==> config.mk <==
export PLATFORM = sky130hd
export DESIGN_NAME = shuffle_xnet
export DESIGN_NICKNAME = d
export VERILOG_FILES = /design/src/rtl/sxn_pkg.sv /design/src/rtl/sxn_cell.sv /design/src/rtl/sxn_stage.sv /design/src/rtl/shuffle_xnet.sv
export SDC_FILE = /design/constraint.sdc
export NUM_CORES = 1
export LEC_CHECK = 0
export CAP_MARGIN = 20
export CORE_MARGIN = 3
export CORE_UTILIZATION = 40
export CTS_CLUSTER_SIZE = 30
export DETAILED_ROUTE_END_ITERATION = 8
export GPL_ROUTABILITY_DRIVEN = 0
export HOLD_SLACK_MARGIN = 0.15
export PLACE_DENSITY = 0.69
export REMOVE_ABC_BUFFERS = 1
export SYNTH_ARGS = -nofsm -noshare
export SYNTH_HDL_FRONTEND = slang
export SYNTH_SLANG_ARGS = --single-unit
==> constraint.sdc <==
create_clock -name clk -period 0.8 [get_ports clk]
set_input_delay 0.2 -clock clk [delete_from_list [all_inputs] [get_ports clk]]
set_output_delay 0.2 -clock clk [all_outputs]
set_load 0.005 [all_outputs]
==> src/rtl/sxn_pkg.sv <==
package sxn_pkg;

    // Switching mode of one 2x2 cell.
    typedef enum logic [1:0] {
        CELL_PASS  = 2'd0,
        CELL_SWAP  = 2'd1,
        CELL_BC_UP = 2'd2,
        CELL_BC_LO = 2'd3
    } cell_mode_e;

    // Perfect-shuffle position: rotate a w-bit index left by one.
    function automatic int rotl_idx(input int idx, input int w);
        return ((idx << 1) | (idx >> (w - 1))) & ((1 << w) - 1);
    endfunction

endpackage

==> src/rtl/sxn_cell.sv <==
module sxn_cell
    import sxn_pkg::*;
#(
    parameter int ADDR_W   = 3,
    parameter int DATA_W   = 8,
    parameter int SEL_BIT  = 2,
    parameter bit BCAST_EN = 1'b0
) (
    input  logic              up_v,
    input  logic              up_bc,
    input  logic [ADDR_W-1:0] up_dst,
    input  logic [ADDR_W-1:0] up_src,
    input  logic [DATA_W-1:0] up_dat,
    input  logic              lo_v,
    input  logic              lo_bc,
    input  logic [ADDR_W-1:0] lo_dst,
    input  logic [ADDR_W-1:0] lo_src,
    input  logic [DATA_W-1:0] lo_dat,
    output logic              o_up_v,
    output logic [ADDR_W-1:0] o_up_dst,
    output logic [ADDR_W-1:0] o_up_src,
    output logic [DATA_W-1:0] o_up_dat,
    output logic              o_lo_v,
    output logic [ADDR_W-1:0] o_lo_dst,
    output logic [ADDR_W-1:0] o_lo_src,
    output logic [DATA_W-1:0] o_lo_dat,
    output logic              drop_up,
    output logic              drop_lo
);

    logic       up_wants_bc;
    logic       lo_wants_bc;
    logic       up_keep;
    logic       lo_keep;
    logic       up_bit;
    logic       lo_bit;
    cell_mode_e mode;

    assign up_wants_bc = up_v & up_bc & BCAST_EN;
    assign lo_wants_bc = lo_v & lo_bc & BCAST_EN;
    assign up_bit      = up_dst[SEL_BIT];
    assign lo_bit      = lo_dst[SEL_BIT];

    // Mode decision: fan-out, drops, then steering of survivors.
    always_comb begin
        mode    = CELL_PASS;
        drop_up = 1'b0;
        drop_lo = 1'b0;
        up_keep = up_v;
        lo_keep = lo_v;
        if (up_wants_bc && !lo_v) begin
            mode = CELL_BC_UP;
        end else if (lo_wants_bc && !up_v) begin
            mode = CELL_BC_LO;
        end else begin
            if (up_wants_bc) begin
                drop_up = 1'b1;
                up_keep = 1'b0;
            end
            if (lo_wants_bc) begin
                drop_lo = 1'b1;
                lo_keep = 1'b0;
            end
            if (up_keep && lo_keep && (up_bit == lo_bit)) begin
                drop_lo = 1'b1;
                lo_keep = 1'b0;
            end
            if (up_keep) begin
                mode = up_bit ? CELL_SWAP : CELL_PASS;
            end else if (lo_keep) begin
                mode = lo_bit ? CELL_PASS : CELL_SWAP;
            end
        end
    end

    // Output steering per mode.
    always_comb begin
        unique case (mode)
            CELL_PASS: begin
                o_up_v   = up_keep;
                o_up_dst = up_dst;
                o_up_src = up_src;
                o_up_dat = up_dat;
                o_lo_v   = lo_keep;
                o_lo_dst = lo_dst;
                o_lo_src = lo_src;
                o_lo_dat = lo_dat;
            end
            CELL_SWAP: begin
                o_up_v   = lo_keep;
                o_up_dst = lo_dst;
                o_up_src = lo_src;
                o_up_dat = lo_dat;
                o_lo_v   = up_keep;
                o_lo_dst = up_dst;
                o_lo_src = up_src;
                o_lo_dat = up_dat;
            end
            CELL_BC_UP: begin
                o_up_v   = 1'b1;
                o_up_dst = up_dst;
                o_up_src = up_src;
                o_up_dat = up_dat;
                o_lo_v   = 1'b1;
                o_lo_dst = up_dst;
                o_lo_src = up_src;
                o_lo_dat = up_dat;
            end
            CELL_BC_LO: begin
                o_up_v   = 1'b1;
                o_up_dst = lo_dst;
                o_up_src = lo_src;
                o_up_dat = lo_dat;
                o_lo_v   = 1'b1;
                o_lo_dst = lo_dst;
                o_lo_src = lo_src;
                o_lo_dat = lo_dat;
            end
            default: begin
                o_up_v   = 1'b0;
                o_up_dst = '0;
                o_up_src = '0;
                o_up_dat = '0;
                o_lo_v   = 1'b0;
                o_lo_dst = '0;
                o_lo_src = '0;
                o_lo_dat = '0;
            end
        endcase
    end

endmodule

==> src/rtl/sxn_stage.sv <==
module sxn_stage
    import sxn_pkg::*;
#(
    parameter int ADDR_W    = 3,
    parameter int DATA_W    = 8,
    parameter int STAGE_IDX = 0,
    localparam int N        = 1 << ADDR_W
) (
    input  logic [N-1:0]             in_v,
    input  logic [N-1:0]             in_bc,
    input  logic [N-1:0][ADDR_W-1:0] in_dst,
    input  logic [N-1:0][ADDR_W-1:0] in_src,
    input  logic [N-1:0][DATA_W-1:0] in_dat,
    output logic [N-1:0]             out_v,
    output logic [N-1:0][ADDR_W-1:0] out_dst,
    output logic [N-1:0][ADDR_W-1:0] out_src,
    output logic [N-1:0][DATA_W-1:0] out_dat,
    output logic [N-1:0]             drop_mask
);

    localparam int  CELLS    = N / 2;
    localparam int  SEL_BIT  = ADDR_W - 1 - STAGE_IDX;
    localparam bit  BCAST_EN = (STAGE_IDX == 0);

    logic              sh_v   [N];
    logic              sh_bc  [N];
    logic [ADDR_W-1:0] sh_dst [N];
    logic [ADDR_W-1:0] sh_src [N];
    logic [DATA_W-1:0] sh_dat [N];

    logic              co_v   [N];
    logic [ADDR_W-1:0] co_dst [N];
    logic [ADDR_W-1:0] co_src [N];
    logic [DATA_W-1:0] co_dat [N];

    logic cd_up [CELLS];
    logic cd_lo [CELLS];

    // Perfect shuffle in front of the cell column.
    for (genvar i = 0; i < N; i++) begin : g_shuf
        localparam int P = rotl_idx(i, ADDR_W);
        assign sh_v[P]   = in_v[i];
        assign sh_bc[P]  = in_bc[i];
        assign sh_dst[P] = in_dst[i];
        assign sh_src[P] = in_src[i];
        assign sh_dat[P] = in_dat[i];
    end

    for (genvar c = 0; c < CELLS; c++) begin : g_cell
        sxn_cell #(
            .ADDR_W   (ADDR_W),
            .DATA_W   (DATA_W),
            .SEL_BIT  (SEL_BIT),
            .BCAST_EN (BCAST_EN)
        ) cell_i (
            .up_v     (sh_v[2*c]),
            .up_bc    (sh_bc[2*c]),
            .up_dst   (sh_dst[2*c]),
            .up_src   (sh_src[2*c]),
            .up_dat   (sh_dat[2*c]),
            .lo_v     (sh_v[2*c+1]),
            .lo_bc    (sh_bc[2*c+1]),
            .lo_dst   (sh_dst[2*c+1]),
            .lo_src   (sh_src[2*c+1]),
            .lo_dat   (sh_dat[2*c+1]),
            .o_up_v   (co_v[2*c]),
            .o_up_dst (co_dst[2*c]),
            .o_up_src (co_src[2*c]),
            .o_up_dat (co_dat[2*c]),
            .o_lo_v   (co_v[2*c+1]),
            .o_lo_dst (co_dst[2*c+1]),
            .o_lo_src (co_src[2*c+1]),
            .o_lo_dat (co_dat[2*c+1]),
            .drop_up  (cd_up[c]),
            .drop_lo  (cd_lo[c])
        );
    end

    always_comb begin
        for (int i = 0; i < N; i++) begin
            out_v[i]   = co_v[i];
            out_dst[i] = co_dst[i];
            out_src[i] = co_src[i];
            out_dat[i] = co_dat[i];
        end
    end

    // Map cell drops back to the source ports that lost.
    always_comb begin
        drop_mask = '0;
        for (int c = 0; c < CELLS; c++) begin
            if (cd_up[c]) drop_mask[sh_src[2*c]]   = 1'b1;
            if (cd_lo[c]) drop_mask[sh_src[2*c+1]] = 1'b1;
        end
    end

endmodule

==> src/rtl/shuffle_xnet.sv <==
module shuffle_xnet #(
    parameter int ADDR_W = 3,
    parameter int DATA_W = 8,
    localparam int N     = 1 << ADDR_W
) (
    input  logic                  clk,
    input  logic                  rst_n,
    input  logic [N-1:0]          in_valid,
    input  logic [N-1:0]          in_bcast,
    input  logic [N*ADDR_W-1:0]   in_dest,
    input  logic [N*DATA_W-1:0]   in_data,
    output logic [N-1:0]          out_valid,
    output logic [N*ADDR_W-1:0]   out_src,
    output logic [N*DATA_W-1:0]   out_data,
    output logic [N-1:0]          blocked
);

    localparam int STAGES = ADDR_W;

    logic [N-1:0]             ch_v    [STAGES+1];
    logic [N-1:0][ADDR_W-1:0] ch_dst  [STAGES+1];
    logic [N-1:0][ADDR_W-1:0] ch_src  [STAGES+1];
    logic [N-1:0][DATA_W-1:0] ch_dat  [STAGES+1];
    logic [N-1:0]             ch_drop [STAGES];
    logic [N-1:0][ADDR_W-1:0] src_tag;

    logic [N-1:0]             v_nxt;
    logic [N-1:0][ADDR_W-1:0] src_nxt;
    logic [N-1:0][DATA_W-1:0] dat_nxt;
    logic [N-1:0]             blk_nxt;

    always_comb begin
        for (int i = 0; i < N; i++) begin
            src_tag[i] = ADDR_W'(i);
        end
    end

    assign ch_v[0]   = in_valid;
    assign ch_dst[0] = in_dest;
    assign ch_src[0] = src_tag;
    assign ch_dat[0] = in_data;

    for (genvar k = 0; k < STAGES; k++) begin : g_stage
        sxn_stage #(
            .ADDR_W    (ADDR_W),
            .DATA_W    (DATA_W),
            .STAGE_IDX (k)
        ) stage_i (
            .in_v      (ch_v[k]),
            .in_bc     ((k == 0) ? in_bcast : '0),
            .in_dst    (ch_dst[k]),
            .in_src    (ch_src[k]),
            .in_dat    (ch_dat[k]),
            .out_v     (ch_v[k+1]),
            .out_dst   (ch_dst[k+1]),
            .out_src   (ch_src[k+1]),
            .out_dat   (ch_dat[k+1]),
            .drop_mask (ch_drop[k])
        );
    end

    // Next-output process: collect drops, clean idle lanes.
    always_comb begin
        blk_nxt = '0;
        for (int k = 0; k < STAGES; k++) begin
            blk_nxt = blk_nxt | ch_drop[k];
        end
        v_nxt = ch_v[STAGES];
        for (int i = 0; i < N; i++) begin
            src_nxt[i] = ch_v[STAGES][i] ? ch_src[STAGES][i] : '0;
            dat_nxt[i] = ch_v[STAGES][i] ? ch_dat[STAGES][i] : '0;
        end
    end

    // Output register.
    always_ff @(posedge clk or negedge rst_n) begin
        if (!rst_n) begin
            out_valid <= '0;
            out_src   <= '0;
            out_data  <= '0;
            blocked   <= '0;
        end else begin
            out_valid <= v_nxt;
            out_src   <= src_nxt;
            out_data  <= dat_nxt;
            blocked   <= blk_nxt;
        end
    end

endmodule

==> results of run 1 <==
-- placed cells by master, fill, tap and decap left out, drive strengths merged, types with 8 or more instances in the layout --
master / n
mux2: 23
ha: 8
nor2: 87
nand3: 10
a21boi: 8
clkbuf: 22
buf: 381
a22o: 17
o22ai: 8
nand2b: 11
o21ai: 22
and2: 9
clkdlybuf4s50: 80
dfrtp: 104
inv: 32
a21oi: 23
mux2i: 194
nand2: 23
nor2b: 12
xnor2: 12
-- layout make-up --
class / count / share of cell area [%]
Inverter: 30 / 0.883
Tap cell: 229 / 2.20
Timing Repair Buffer: 477 / 30.7
Clock inverter: 5 / 0.384
Multi-Input combinational cell: 562 / 44.0
Clock buffer: 11 / 1.86
Sequential cell: 104 / 20.0
-- report_power, final --
group          total (mW)  internal, mW  leakage, nW  switching [mW]
Combinational        14.3          7.23         4.91            7.04
Clock                4.45          2.26        0.139            2.19
Sequential           6.58          6.23         1.39           0.350
Total                25.3          15.7         6.43            9.58
-- metal layers --
metal | part of all wire (%) | vias to the layer above
met5 | 0 | -
met4 | 4.9 | 0
met3 | 5.8 | 124
met2 | 49 | 400
met1 | 41 | 3968
li1 | - | 3566
-- cell usage after synthesis, types with 5 or more instances --
library cell / instances
mux2_2: 23
mux2i_1: 191
buf_2: 16
o22ai_1: 8
xnor2_1: 12
nand2b_1: 10
a21oi_1: 22
inv_1: 29
xor2_1: 5
a22o_1: 17
clkbuf_1: 13
o21ai_0: 16
and2_1: 9
nor2b_1: 12
ha_1: 8
o221ai_1: 5
a32oi_1: 5
dfrtp_1: 104
o21ai_1: 6
nor3b_1: 6
nor2_1: 87
buf_4: 11
nand2_1: 23
nand3_1: 10
-- timing repair --
action,4_1_cts,5_1_grt
setup endpoints to repair,207,207
buffers inserted,77,26
gates resized for setup,727,150
hold buffers,1,0
pin swaps,102,79
cloned,9,3
hold endpoints to repair,104,0
-- flip-flops by register name, summed over array words and instances, names as in the netlist --
name       count
out_data      64
out_src       24
out_valid      8
blocked        8
-- final timing paths --
check                      slack, ps           end
setup / recovery               -2290   out_src[11]
hold / removal                   180  out_valid[3]
max in group asynchronous        140   out_src[20]
min in group clk                 200    blocked[4]
-- logic make-up after synthesis --
| family | after synthesis | synth area share, % |
|---|---|---|
| compound gates | 135 | 14.1 |
| xor+xnor | 18 | 2.24 |
| fa+ha+maj | 8 | 1.36 |
| buf+inv | 71 | 4.44 |
| flops | 104 | 35.3 |
| mux | 217 | 30.3 |
| simple gates | 183 | 12.2 |
==> results.py, run 1 <==
metrics = {
    "setup_path": {
        "arrival_ps": 3330,
        "crit_type": "primary input to flop",
        "crit_top_cell": "buf_6",
        "critPathBufInv": 5,
        "cp_max_fo": 6,
        "crit_start": "in_dest[14]",
        "worstPathRequired_ps": 1040,
        "crit_family": "compound AO/OA/AOI/OAI gates",
        "end_kind": "flop",
        "path_cells": "buf_8 -> or3b_4 -> o31ai_4 -> nor2_4 -> ha_4 -> buf_6 -> buf_6 -> nor2b_4 -> a32o_1 -> a41o_1 -> buf_6 -> a21boi_4 -> or2_4 -> o221a_4 -> nor2_4 -> a22oi_2 -> buf_6 -> nor2_1",
        "start_kind": "primary input",
        "cp.depth": 18,
        "crit_path_top_delay_cell": "or3b_4",
        "slowest_delay_ps": 410,
    },
    "global_routing": {
        "antenna_found_initial": 0,
        "grt_max_degree": 49,
        "met3_usage_pct": 4.42,
        "grt_usage_pct": 28.5,
        "grt.overflow.total": 0,
        "met2_usage_pct": 47.3,
        "met1_usage_pct": 36.7,
        "grt_pass1_wl_mm": 44.9,
        "gr-max-usage-layer": "met2",
        "grt_pass1_vias": 8253,
    },
    "final_layout": {
        "fill_cells": 1228,
        "antenna_cells": 0,
        "instances_no_fill": 1418,
        "area_growth_pct": 76.7,
        "multi_input_area_um2": 5740,
        "final_core_util_pct": 72.3,
        "drive_gt1_share_pct": 52.9,
        "fin_area_um2": 13000,
        "fin_nets": 1298,
        "regArea_um2": 2600,
    },
    "synthesis": {
        "synth_cell_type_count": 71,
        "synthFlopType": "dfrtp_1",
        "netlist_instances": 736,
        "ys_seq_area_share_pct": 35.3,
        "ys_ff_latch": 104,
        "yosys_warnings": 0,
        "yosys-top-cells-area": "dfrtp_1 35%, mux2i_1 26%, nor2_1 4.4%",
        "synth-edff-count": 0,
        "yosysTopAreaCell": "dfrtp_1",
        "synth_top_area_share_pct": 35.3,
        "async_flop_share_pct": 100,
        "syn-cell-area_um2": 7380,
        "syn_area_per_cell_um2": 10.0,
    },
    "placement": {
        "hpwl_mm": 20.0,
        "placed_cells": 1310,
        "io_buffers": 209,
        "placed_cell_area_um2": 11000,
        "dp_slack_ps": -3070,
    },
    "cts": {
        "clk_path_buf_depth": 2,
        "cts_made_buffers": 9,
        "cts_tree": "built",
        "cts-root-buf": "clkbuf_16",
        "clkTransAtPathRegs_ps": 80,
        "h-tree-depth": 3,
        "clock_sinks": 104,
    },
    "route": {
        "post-route-drc-count": 0,
        "vias": 8058,
        "first_pass_iters": 5,
        "viasPerCell": 5.68,
        "totalWireLength_mm": 32.2,
        "ant_nets": 0,
        "wire_per_inst_um": 22.7,
        "drtIter0Drc": 601,
    },
    "sta": {
        "holdWs_ps": 183,
        "fmax_mhz": 323,
        "drv_slew": 0,
        "worstMarginPinSlew_ps": 644,
        "slew_headroom_pct": 55.8,
        "finalHoldViolations": 0,
        "layout_min_cycle_time_ps": 3090,
        "fin_ws_ps": -2290,
        "grt_setup_unrepaired": "yes",
        "fin_tns_setup_ps": -242510,
        "final.period_utilization_pct": 387,
        "setup_viol": 206,
    },
    "floorplan": {
        "dieArea_um2": 20100,
        "die_h_um": 142,
        "initial_utilization_pct": 40.9,
        "pin_count": 210,
        "die_w_um": 142,
        "core_um2": 18000,
        "row_count": 49,
    },
    "pwr": {
        "ir_worst_vdd_v": 0.00160,
        "cellPowerDensity_nw_per_um2": 1940,
        "leakagePower_nw": 6.43,
        "power.total_mw": 25.3,
    },
    "status": {
        "failed_checks": "setup timing",
        "outcome": "complete, but fails checks",
    },
    "job": {
        "max-cap-violations": 0,
    },
    "worst_hold_path": {
        "worstHoldPathType": "primary input to async pin",
    },
}
(Power assumes the default switching activity.)
==> run 2: changes to the inputs <==
Settings changed: PLACE_DENSITY 0.69 to 0.66.
Clock period 0.8 ns to 3 ns, I/O delays scaled along.
==> results.py, run 2 (same netlist as run 1, synthesis figures left out) <==
metrics = {
    "sta": {
        "slew_headroom_pct": 46.9,
        "layout_min_cycle_time_ps": 3610,
        "worstMarginPinSlew_ps": 797,
        "finalHoldViolations": 0,
        "fin_tns_setup_ps": -41150,
        "final.period_utilization_pct": 120,
        "grt_setup_unrepaired": "yes",
        "fmax_mhz": 277,
        "fin_ws_ps": -612,
        "holdWs_ps": 443,
        "drv_slew": 0,
        "setup_viol": 100,
    },
    "final_layout": {
        "top_register": "out_data",
        "fin_area_um2": 13700,
        "drive_gt1_share_pct": 44.9,
        "area_growth_pct": 86.0,
        "largestRegisters": "out_data: 64 flops, out_src: 24 flops",
        "final_cell_mix": "203 x buf_4, 184 x clkdlybuf4s50_1, 156 x mux2i_1, 104 x dfrtp_1, 62 x buf_6",
        "antenna_cells": 0,
        "fin_nets": 1310,
        "largest_reg_flops": 64,
        "mostFrequentLayoutCell": "buf_4",
    },
    "cts": {
        "clkTransAtPathRegs_ps": 80,
        "cts-root-buf": "clkbuf_16",
        "clock_sinks": 104,
        "cts_made_buffers": 9,
        "cts_tree": "built",
        "h-tree-depth": 3,
        "clk_path_buf_depth": 2,
    },
    "floorplan": {
        "die_w_um": 142,
        "row_count": 49,
        "pin_count": 210,
        "die_h_um": 142,
        "core_um2": 18000,
        "dieArea_um2": 20100,
        "initial_utilization_pct": 40.9,
    },
    "setup_path": {
        "worstPathRequired_ps": 3240,
        "end_kind": "flop",
        "cp_max_fo": 3,
        "arrival_ps": 3850,
        "crit_family": "compound AO/OA/AOI/OAI gates",
        "crit_path_top_delay_cell": "mux2i_4",
        "crit_top_cell": "buf_4",
        "slowest_delay_ps": 290,
        "critPathBufInv": 7,
        "path_cells": "buf_4 -> buf_6 -> buf_4 -> nand2_2 -> nor2_2 -> a21oi_4 -> ha_4 -> buf_6 -> buf_4 -> nor2b_4 -> a32o_1 -> a41o_1 -> a21bo_4 -> o21a_4 -> buf_6 -> mux2i_4 -> xnor2_2 -> a32oi_1 -> buf_4 -> o221ai_2",
        "crit_type": "primary input to flop",
        "start_kind": "primary input",
    },
    "global_routing": {
        "gr-max-usage-layer": "met2",
        "met2_usage_pct": 47.9,
        "grt.overflow.total": 0,
        "met3_usage_pct": 3.77,
        "grt_max_degree": 57,
        "grt_pass1_wl_mm": 44.9,
        "met1_usage_pct": 37.6,
        "antenna_found_initial": 0,
        "grt_pass1_vias": 8066,
        "grt_usage_pct": 28.6,
    },
    "route": {
        "ant_nets": 0,
        "wire_per_inst_um": 23.2,
        "drtIter0Drc": 681,
        "vias": 8186,
        "first_pass_iters": 5,
        "post-route-drc-count": 0,
        "totalWireLength_mm": 33.2,
        "viasPerCell": 5.72,
    },
    "pwr": {
        "power.total_mw": 7.08,
        "ir_worst_vdd_v": 0.000447,
        "cellPowerDensity_nw_per_um2": 516,
        "leakagePower_nw": 6.33,
    },
    "job": {
        "max-cap-violations": 0,
    },
    "status": {
        "outcome": "complete, but fails checks",
        "failed_checks": "setup timing",
    },
    "placement": {
        "hpwl_mm": 19.9,
        "dp_slack_ps": -1430,
        "placed_cell_area_um2": 11000,
        "io_buffers": 209,
    },
    "worst_hold_path": {
        "worstHoldPathType": "primary input to async pin",
    },
}
run 2: cell count changes in the layout (fill, tap and decap cells not counted), sizes merged:
cell	change
clkdlybuf4s50	+104
buf	-88
clkbuf	-5
dlygate4sd2	+2
a211o	+1
clkdlybuf4s15	-1
dlygate4sd3	-1
run 2: through the flow:
stage / utilization [%] / std cells
floorplan: - / 695
global placement: 61.1 / 1319
detailed placement: 61.1 / 1319
CTS: 72.7 / 1416
global route: 76.1 / 1430
finish: 76.1 / 1430
run 2: path summary, 6_finish.rpt:
| path | cells past startpoint | slack, ps | to | from |
|---|---|---|---|---|
| worst max-delay path | 20 | -610 | blocked[5] | in_bcast[0] |
| worst min-delay path | 1 | 440 | out_valid[3] | rst_n |
| max in group asynchronous | 2 | 1840 | out_data[7] | rst_n |
| min in group clk | 4 | 830 | blocked[4] | in_bcast[4] |
run 2: cell type report:
type / count / area [um2]
fill: 1134 / 4300
inverter: 30 / 113
timing repair buffer: 488 / 4650
multi-input combinational: 563 / 5780
tap: 229 / 287
clock buffer: 11 / 243
clock inverter: 5 / 50.0
sequential: 104 / 2600
run 2: timing repair:
| action | in CTS | in global routing |
|---|---|---|
| pin swaps | 84 | 88 |
| hold buffers | 0 | 0 |
| endpoints found under the setup margin | 102 | 100 |
| buffers inserted | 73 | 33 |
| gates cloned | 10 | 1 |
| resized for setup | 304 | 171 |
run 2: report_power, final:
| part | internal, mW | switching, mW | leakage (nW) |
|---|---|---|---|
| combinational | 2.24 | 1.88 | 4.81 |
| clock | 0.602 | 0.590 | 0.139 |
| sequential | 1.66 | 0.0984 | 1.39 |
| total | 4.51 | 2.57 | 6.33 |
run 2: per-layer routing:
layer / part of all wire [%] / vias to the layer above / wire (um)
met1: 40 / 3994 / 13400
met2: 48 / 454 / 16000
met5: 0 / - / 0
li1: - / 3593 / -
met3: 5.9 / 145 / 1970
met4: 5.8 / 0 / 1930
